## config.mk

```make
export PLATFORM = sky130hd
export DESIGN_NAME = rx_desc_ring
export DESIGN_NICKNAME = d
export VERILOG_FILES = /design/src/rtl/rx_desc_ring.sv
export SDC_FILE = /design/constraint.sdc
export NUM_CORES = 2
export LEC_CHECK = 0
export BUFFER_PORTS_ARGS = -buffer_cell sky130_fd_sc_hd__buf_4
export CORE_MARGIN = 4
export CORE_UTILIZATION = 60
export DETAILED_ROUTE_END_ITERATION = 12
export PLACE_DENSITY_LB_ADDON = 0.05
export SYNTH_ARGS = -nofsm -noshare
export SYNTH_HDL_FRONTEND = slang
export SYNTH_SLANG_ARGS = --single-unit
export TNS_END_PERCENT = 100
```

## constraint.sdc

```tcl
create_clock -name clk -period 6.1 [get_ports clk]
set_clock_uncertainty 0.2 [all_clocks]
set_input_delay 1.22 -clock clk [delete_from_list [all_inputs] [get_ports clk]]
set_output_delay 1.22 -clock clk [all_outputs]
set_load 0.01 [all_outputs]
```

## src/rtl/rx_desc_ring.sv

```systemverilog
module rx_desc_ring #(
  parameter int NDESC    = 8,
  parameter int LENW     = 16,
  parameter int FMAX_RST = 1518,
  parameter int BMAX_RST = 2047
) (
  input  logic                          clk,
  input  logic                          rst_n,
  input  logic                          reg_we,
  input  logic [2:0]                    reg_addr,
  input  logic [31:0]                   reg_wdata,
  output logic [31:0]                   reg_rdata,
  input  logic                          dm_we,
  input  logic [$clog2(NDESC)+2:0]      dm_addr,
  input  logic [31:0]                   dm_wdata,
  output logic [31:0]                   dm_rdata,
  input  logic                          rx_valid,
  input  logic                          rx_last,
  input  logic                          rx_crc_bad,
  input  logic                          rx_odd_bits,
  input  logic                          rx_overrun,
  output logic                          irq
);
  localparam int IW = $clog2(NDESC);
  localparam int AW = IW + 3;
  localparam int B_E = 31, B_W = 29, B_L = 27, B_LG = 21, B_NO = 20, B_CR = 18, B_OV = 17, B_TR = 16;

  typedef enum logic [1:0] {S_IDLE, S_RECV, S_DROP} st_t;
  st_t st;
  logic en, run, ist, imsk;
  logic [IW-1:0] base, cur;
  logic [LENW-1:0] bmax, fmax, bcnt, fcnt;
  logic [31:0] mem [NDESC*8];
  logic [31:0] wb_word;

  wire [31:0]   w0       = mem[{cur, 3'd0}];
  wire          owned    = w0[B_E];
  wire          cur_wrap = w0[B_W];
  wire [IW-1:0] nxt      = (cur_wrap || cur == IW'(NDESC-1)) ? base : cur + 1'b1;
  wire          nxt_own  = mem[{nxt, 3'd0}][B_E];

  wire start = rx_valid && st == S_IDLE;
  wire take  = rx_valid && en && (st == S_RECV || (start && run && owned));
  wire [LENW-1:0] bcnt_n = (st == S_RECV) ? bcnt + 1'b1 : LENW'(1);
  wire [LENW-1:0] fcnt_n = (st == S_RECV) ? fcnt + 1'b1 : LENW'(1);
  wire close_last = take && rx_last;
  wire close_full = take && !rx_last && bcnt_n >= bmax;
  wire trunc      = close_full && !nxt_own;
  wire wb         = close_last || close_full;
  wire fin        = close_last || trunc;
  wire done_evt   = fin && mem[{cur, 3'd2}][0];
  wire poll       = reg_we && reg_addr == 3'd4;
  wire clr        = reg_we && reg_addr == 3'd5 && reg_wdata[0];

  assign dm_rdata = mem[dm_addr];
  assign irq      = ist && imsk;

  always_comb begin
    wb_word       = '0;
    wb_word[B_W]  = cur_wrap;
    wb_word[B_L]  = fin;
    wb_word[B_LG] = fin && fcnt_n > fmax;
    wb_word[B_NO] = close_last && rx_odd_bits;
    wb_word[B_CR] = close_last && rx_crc_bad;
    wb_word[B_OV] = close_last && rx_overrun;
    wb_word[B_TR] = trunc;
    wb_word[15:0] = 16'(bcnt_n);
  end

  always_comb begin
    case (reg_addr)
      3'd0:    reg_rdata = {31'd0, en};
      3'd1:    reg_rdata = 32'(base);
      3'd2:    reg_rdata = 32'(bmax);
      3'd3:    reg_rdata = 32'(fmax);
      3'd5:    reg_rdata = {31'd0, ist};
      3'd6:    reg_rdata = {31'd0, imsk};
      default: reg_rdata = '0;
    endcase
  end

  always_ff @(posedge clk) begin
    if (dm_we) mem[dm_addr] <= dm_wdata;
    if (wb) begin
      mem[{cur, 3'd0}] <= wb_word;
      mem[{cur, 3'd4}] <= '0;
    end
  end

  always_ff @(posedge clk or negedge rst_n) begin
    if (!rst_n) begin
      en <= 1'b0; run <= 1'b0; ist <= 1'b0; imsk <= 1'b0;
      base <= '0; cur <= '0; bcnt <= '0; fcnt <= '0; st <= S_IDLE;
      bmax <= LENW'(BMAX_RST); fmax <= LENW'(FMAX_RST);
    end else begin
      if (reg_we) begin
        case (reg_addr)
          3'd0: en   <= reg_wdata[0];
          3'd1: base <= reg_wdata[IW-1:0];
          3'd2: bmax <= reg_wdata[LENW-1:0];
          3'd3: fmax <= reg_wdata[LENW-1:0];
          3'd6: imsk <= reg_wdata[0];
          default: ;
        endcase
      end
      if (!en) begin
        cur <= base; st <= S_IDLE; bcnt <= '0; fcnt <= '0;
      end else if (take) begin
        bcnt <= bcnt_n; fcnt <= fcnt_n;
        st   <= rx_last ? S_IDLE : S_RECV;
        if (wb) begin
          cur <= nxt; bcnt <= '0;
        end
        if (trunc) begin
          st <= S_DROP; run <= 1'b0;
        end
      end else if (rx_valid) begin
        if (start && !owned) run <= 1'b0;
        st <= rx_last ? S_IDLE : S_DROP;
      end
      if (poll) run <= 1'b1;
      if (clr) ist <= 1'b0;
      if (done_evt) ist <= 1'b1;
    end
  end

  assert_claim_owned_R2: assert property (@(posedge clk) disable iff (!rst_n)
    wb |-> owned);
  assert_wrap_to_start_R3: assert property (@(posedge clk) disable iff (!rst_n)
    (wb && en && cur_wrap) |=> cur == $past(base));
  assert_wb_needs_run_R4: assert property (@(posedge clk) disable iff (!rst_n)
    wb |-> run);
  assert_sticky_status_R9: assert property (@(posedge clk) disable iff (!rst_n)
    (ist && !clr) |=> ist);
  assert_disable_idles_R11: assert property (@(posedge clk) disable iff (!rst_n)
    !en |=> st == S_IDLE);
endmodule

```

# Word-level counts from Yosys, hierarchy flattened
# Memory sizes are Yosys's and may differ from the RTL's.
# Cells that the tools add are included.
dict set report classes {
  addsub 3
  mux 30
  order_cmp 2
  n_reduce_logical 39
  eq_ne 12
}
# operator count
set ops {}
lappend ops {{$mux 16} 7}
lappend ops {{$pmux 16 s6} 1}
lappend ops {{$add 16x1->16 const B} 2}
lappend ops {{$logic_and 1x1->1} 19}
lappend ops {{$ge 16x16->1} 1}
lappend ops {{$gt 16x16->1} 1}
lappend ops {{$mux 1} 13}
lappend ops {{$eq 3x3->1 const B} 4}
lappend ops {{$mux 3} 4}
lappend ops {{$reduce_and 2->1} 6}
lappend ops {{$mux 2} 5}
lappend ops {{$eq 3x2->1 const B} 2}
lappend ops {{$reduce_bool 3->1} 2}
lappend ops {{$logic_or 1x1->1} 4}
lappend ops {{$ne 2x1->1 const B} 2}
lappend ops {{$reduce_and 4->1} 1}
lappend ops {{$reduce_bool 2->1} 2}
lappend ops {{$add 3x1->3 const B} 1}
lappend ops {{$eq 3x1->1 const B} 1}
lappend ops {{$logic_not 1->1} 3}
lappend ops {{$logic_not 3->1} 1}
lappend ops {{$ne 3x1->1 const B} 1}
lappend ops {{$ne 3x2->1 const B} 1}
lappend ops {{$eq 2x1->1 const B} 1}
lappend ops {{$logic_not 2->1} 1}
dict set report totals {
  word_cells 98
  ramBits 2048
  out_inout_bits 65
  mem_count 1
  reg_bits 76
  input_bits 82
}
# name words word_bits rd rd_clocked_by_memory_dff write_ports line_no
set memory_table {}
lappend memory_table {mem 64 32 4 0 3 33} ;# logic [31:0] mem [NDESC*8];

# Logic depth before layout (Yosys ltp)
dict set report logic_depth {
  ltp_word 13
  depth_mapped 19
}

# Worst setup path before layout
# Ideal clock, no wire load.
dict set report synth_timing {
  path_type {input-to-output}
  start {input port dm_addr[0]}
  end {output port dm_rdata[15]}
  required_ps 4680
  cell_stages 9
  arrival_ps 3048
  slack_ps 1632
  path_cell_list {clkbuf_1 > nor3_1 > clkbuf_1 > clkbuf_1 > buf_1 > a22oi_1 > a41oi_1 > a21oi_1 > nand4_1}
}
dict set report synth_via {
  elab_chain_cells 1
}
# element line_no
set synth_lines {}
lappend synth_lines {{start, declared} 14} ;# input logic [$clog2(NDESC)+2:0] dm_addr,
lappend synth_lines {{$mem_v2 64x32} -}
lappend synth_lines {{end, declared} 16} ;# output logic [31:0] dm_rdata,
# No other way between the ends.

# Worst setup path after layout
dict set report layout_timing {
  start {input port dm_addr[0]}
  end {output port dm_rdata[21]}
}
# The elaborated chain is that of the path after synthesis.

==> flow_summary.ini <==
[critical_path]
cp.required_ns = 4.68
slowest_delay_ns = 1.12
path_max_fanout = 33
cp_data_arrival_time_ns = 4.50
crit_path_top_delay_cell = nor4_1
startpoint_type = input port
end_kind = output port
cp_cell_sequence = buf_4 > and3b_4 > buf_12 > a22o_1 > a221oi_1 > a31oi_1 > nor4_1 > buf_4 > nand3_1 > buf_4
cp_num_buf_inv = 4
path_class = in -> out
cp_top_family = simple AND/OR/NAND/NOR gates
cpMostUsedCell = buf_4

[global_route]
grt_util_met3 = 0.0839
gr-usage-met1 = 0.533
grt.busiest_layer = met2
grt_pass1_wl_um = 396000
grt_usage = 0.388
grt_overflow = 0
grt_pass1_vias = 54200
grt_max_degree = 77
grtUsageMet2 = 0.580
antenna_found_initial = 6

[synth]
synth_top_area_cell = edfxtp_1
synth-edff-count = 1720
synth_area_leaders = edfxtp_1 (62%), dfxtp_1 (7.9%), a22oi_1 (7.1%)
synth_cell_types = 75
yosys_most_used_dff = edfxtp_1
ys_warn_count = 0
yosys_register_bits = 2124
synth-seq-area-share = 0.727
syn_avg_cell_area_um2 = 13.6
ys_async_sr_fraction = 0.0358
synth_cells = 6082
synthDominantCellAreaShare = 0.625
syn_area_mm2 = 0.0827

[sta]
finalWorstSetupSlack_ns = 0.176
tightest_slew_ns = 1.39
finalSetupTns_ns = 0
fin_crit_ns = 5.92
report.final.slew_viol_count = 0
hold_viol_final = 0
period_share = 0.971
slew_headroom = 0.0687
timing.fmax_ghz = 0.169
setup_viol = 0
grt_setup_unrepaired = false

[die]
die_width_um = 379
ios = 147
die_h_um = 379
die-area_mm2 = 0.144
rows = 135
coreArea_mm2 = 0.136
initial_core_util = 0.607

[final_layout]
layoutNonFillerInstCount = 8172
syn_to_final_growth_pct = 13.9
drive_gt1_frac = 0.139
final_util = 0.692
nFillCells = 9384
nNetsFinal = 6321

[cts]
cts_sinks = 2124
root_buffer = clkbuf_16
hold_buffers = 0
clock_latency_ns = 0.85
cts_resized = 0
clkTransAtPathRegs_ns = 0.06
post_cts_buffers = 0
htreeDepth = 4
clockBufferDepth = 3
cts_buffers = 206
cts_tree = done

[drt]
via_count = 58000
vias_per_cell = 7.10
dr.pass1.iters = 7
dr.first_iter.drc_count = 8310
routed_wirelength_um = 281000
drcViolationCount = 0
ant_nets = 0
wl_per_cell_um = 34.4

[job]
maxCapViolCount = 0

[run_status]
outcome = finished clean

[power]
pwr-share-clk = 0.404
p_comb_frac = 0.074
leakage_nw = 30.5
p_sw_frac = 0.233
p_per_area_mw_per_mm2 = 334
pwr-share-seq = 0.522
vdd.ir_drop.worst_mv = 0.272
cellInternalPower_mw = 24.1
p_switching_mw = 7.35
total_power_mw = 31.5

[min_path]
hp-class = reg -> reg

[placement]
gp_congestion = 0.948
place_ws_ns = 0.276
place_hpwl_um = 169000
io_buffers = 114
dp_cells = 7776
-- worst min-delay path: cells and delay by family (launching register included) --
family	cells	cell delay [ns]
DFF	1	0.31
and+or+nand+nor	1	0.05
AOI/OAI and AO/OA	1	0.05
-- per-stage QoR --
step | area, um2 | hold WS, ns
final | 94200 | 0.253
after global routing | 94200 | 0.269
after CTS | 94200 | 0.253
after detailed placement | 87400 | 0.245
after global placement | 87400 | 0.241
after floorplan | 82700 | 0.236
-- synthesized netlist by cell type (all sizes together), types with 8 or more instances --
cell type / instances
a32o: 11
nand2b: 17
and2: 14
a22oi: 784
buf: 120
a41oi: 29
nor2b: 9
edfxtp: 1720
nand2: 772
a221oi: 129
a31oi: 104
and3: 10
mux2: 25
dfrtp: 57
nand3: 247
xor2: 14
o21ai: 218
nor3: 12
dfxtp: 328
a21oi: 445
nor2: 124
ha: 36
inv: 49
clkbuf: 400
dfstp: 19
mux2i: 22
a22o: 144
nand4: 132
xnor2: 8
-- cell families after synthesis --
logic type,Yosys count,synth area share
XOR/XNOR,22,0.00233
adder cells (fa/ha/maj),36,0.00545
AO/OA/AOI/OAI,1908,0.157
multiplexers,49,0.00666
flip-flops,2124,0.727
other,1,0.0000453
buffers and inverters,569,0.0271
AND/OR/NAND/NOR,1373,0.0738
-- area by class of cell --
type	instances	area (um2)	share of cell area
clock inverters	80	756	0.00802
repair buffers	418	3860	0.0410
multi-input cells	3404	21000	0.223
inverters	49	184	0.00195
clock buffers	313	6020	0.0639
well taps	1781	2230	0.0237
flip-flops and latches	2124	60100	0.639
diodes	3	7.51	0.0000797
-- power by group through the flow --
stage	Clock, mW	Sequential [mW]	Combinational [mW]
floorplan	0	16.6	1.32
global placement	0	16.7	2.23
detailed placement	0	16.7	2.28
CTS	12.7	16.4	2.29
global route	13.4	16.5	2.47
finish	12.7	16.5	2.33
-- registers in the layout, summed over array words and instances (netlist names) --
signal,flops
mem,2048
bcnt,16
bmax,16
fcnt,16
fmax,16
base,3
cur,3
st,2
en,1
imsk,1
ist,1
run,1
-- placed cells by master (no fill, tap or decap), types with 14 or more instances in the layout --
| master | synthesis | layout |
|---|---|---|
| mux2_2 | 24 | 24 |
| o21ai_0 | 191 | 191 |
| a31oi_1 | 104 | 104 |
| ha_1 | 36 | 36 |
| dfrtp_1 | 57 | 57 |
| xor2_1 | 14 | 14 |
| mux2i_1 | 22 | 22 |
| a22oi_1 | 784 | 784 |
| nor2_1 | 124 | 51 |
| nand2_1 | 768 | 768 |
| dfxtp_1 | 328 | 328 |
| conb_1 | 1 | 16 |
| edfxtp_1 | 1720 | 1720 |
| buf_12 | 0 | 58 |
| buf_4 | 17 | 360 |
| clkbuf_16 | 0 | 209 |
| nor2_4 | 0 | 67 |
| o21ai_1 | 26 | 26 |
| a41oi_1 | 29 | 29 |
| clkbuf_1 | 400 | 64 |
| a22o_1 | 144 | 144 |
| inv_1 | 49 | 49 |
| nand2b_1 | 17 | 17 |
| clkinv_2 | 0 | 32 |
| a221oi_1 | 129 | 129 |
| clkinv_1 | 0 | 16 |
| nand4_1 | 132 | 132 |
| clkbuf_8 | 0 | 40 |
| dfstp_2 | 19 | 19 |
| nand3_1 | 247 | 240 |
| a21oi_1 | 444 | 444 |
-- path summary, 6_finish.rpt --
check / start / to / slack (ns) / cells after the start
max: dm_addr[0] / dm_rdata[21] / 0.18 / 10
min: mem[20][8] / mem[20][8] / 0.25 / 2
max reg2reg: bcnt[3] / mem[40][3] / 0.52 / 16
min reg2reg: mem[20][8] / mem[20][8] / 0.25 / 2
max in group asynchronous: rst_n / fcnt[12] / 4.70 / 1
min in group asynchronous: rst_n / fmax[4] / 0.36 / 1
-- layer usage --
layer  up-vias  wire length (um)  share of wire
met5         -                13       0.000046
met4         2             18800          0.067
met3       789             35600           0.13
met2      4417            125000           0.44
met1     28800            102000           0.36
li1      24000                 -              -
No activity file was read; power rests on OpenSTA's default activity.
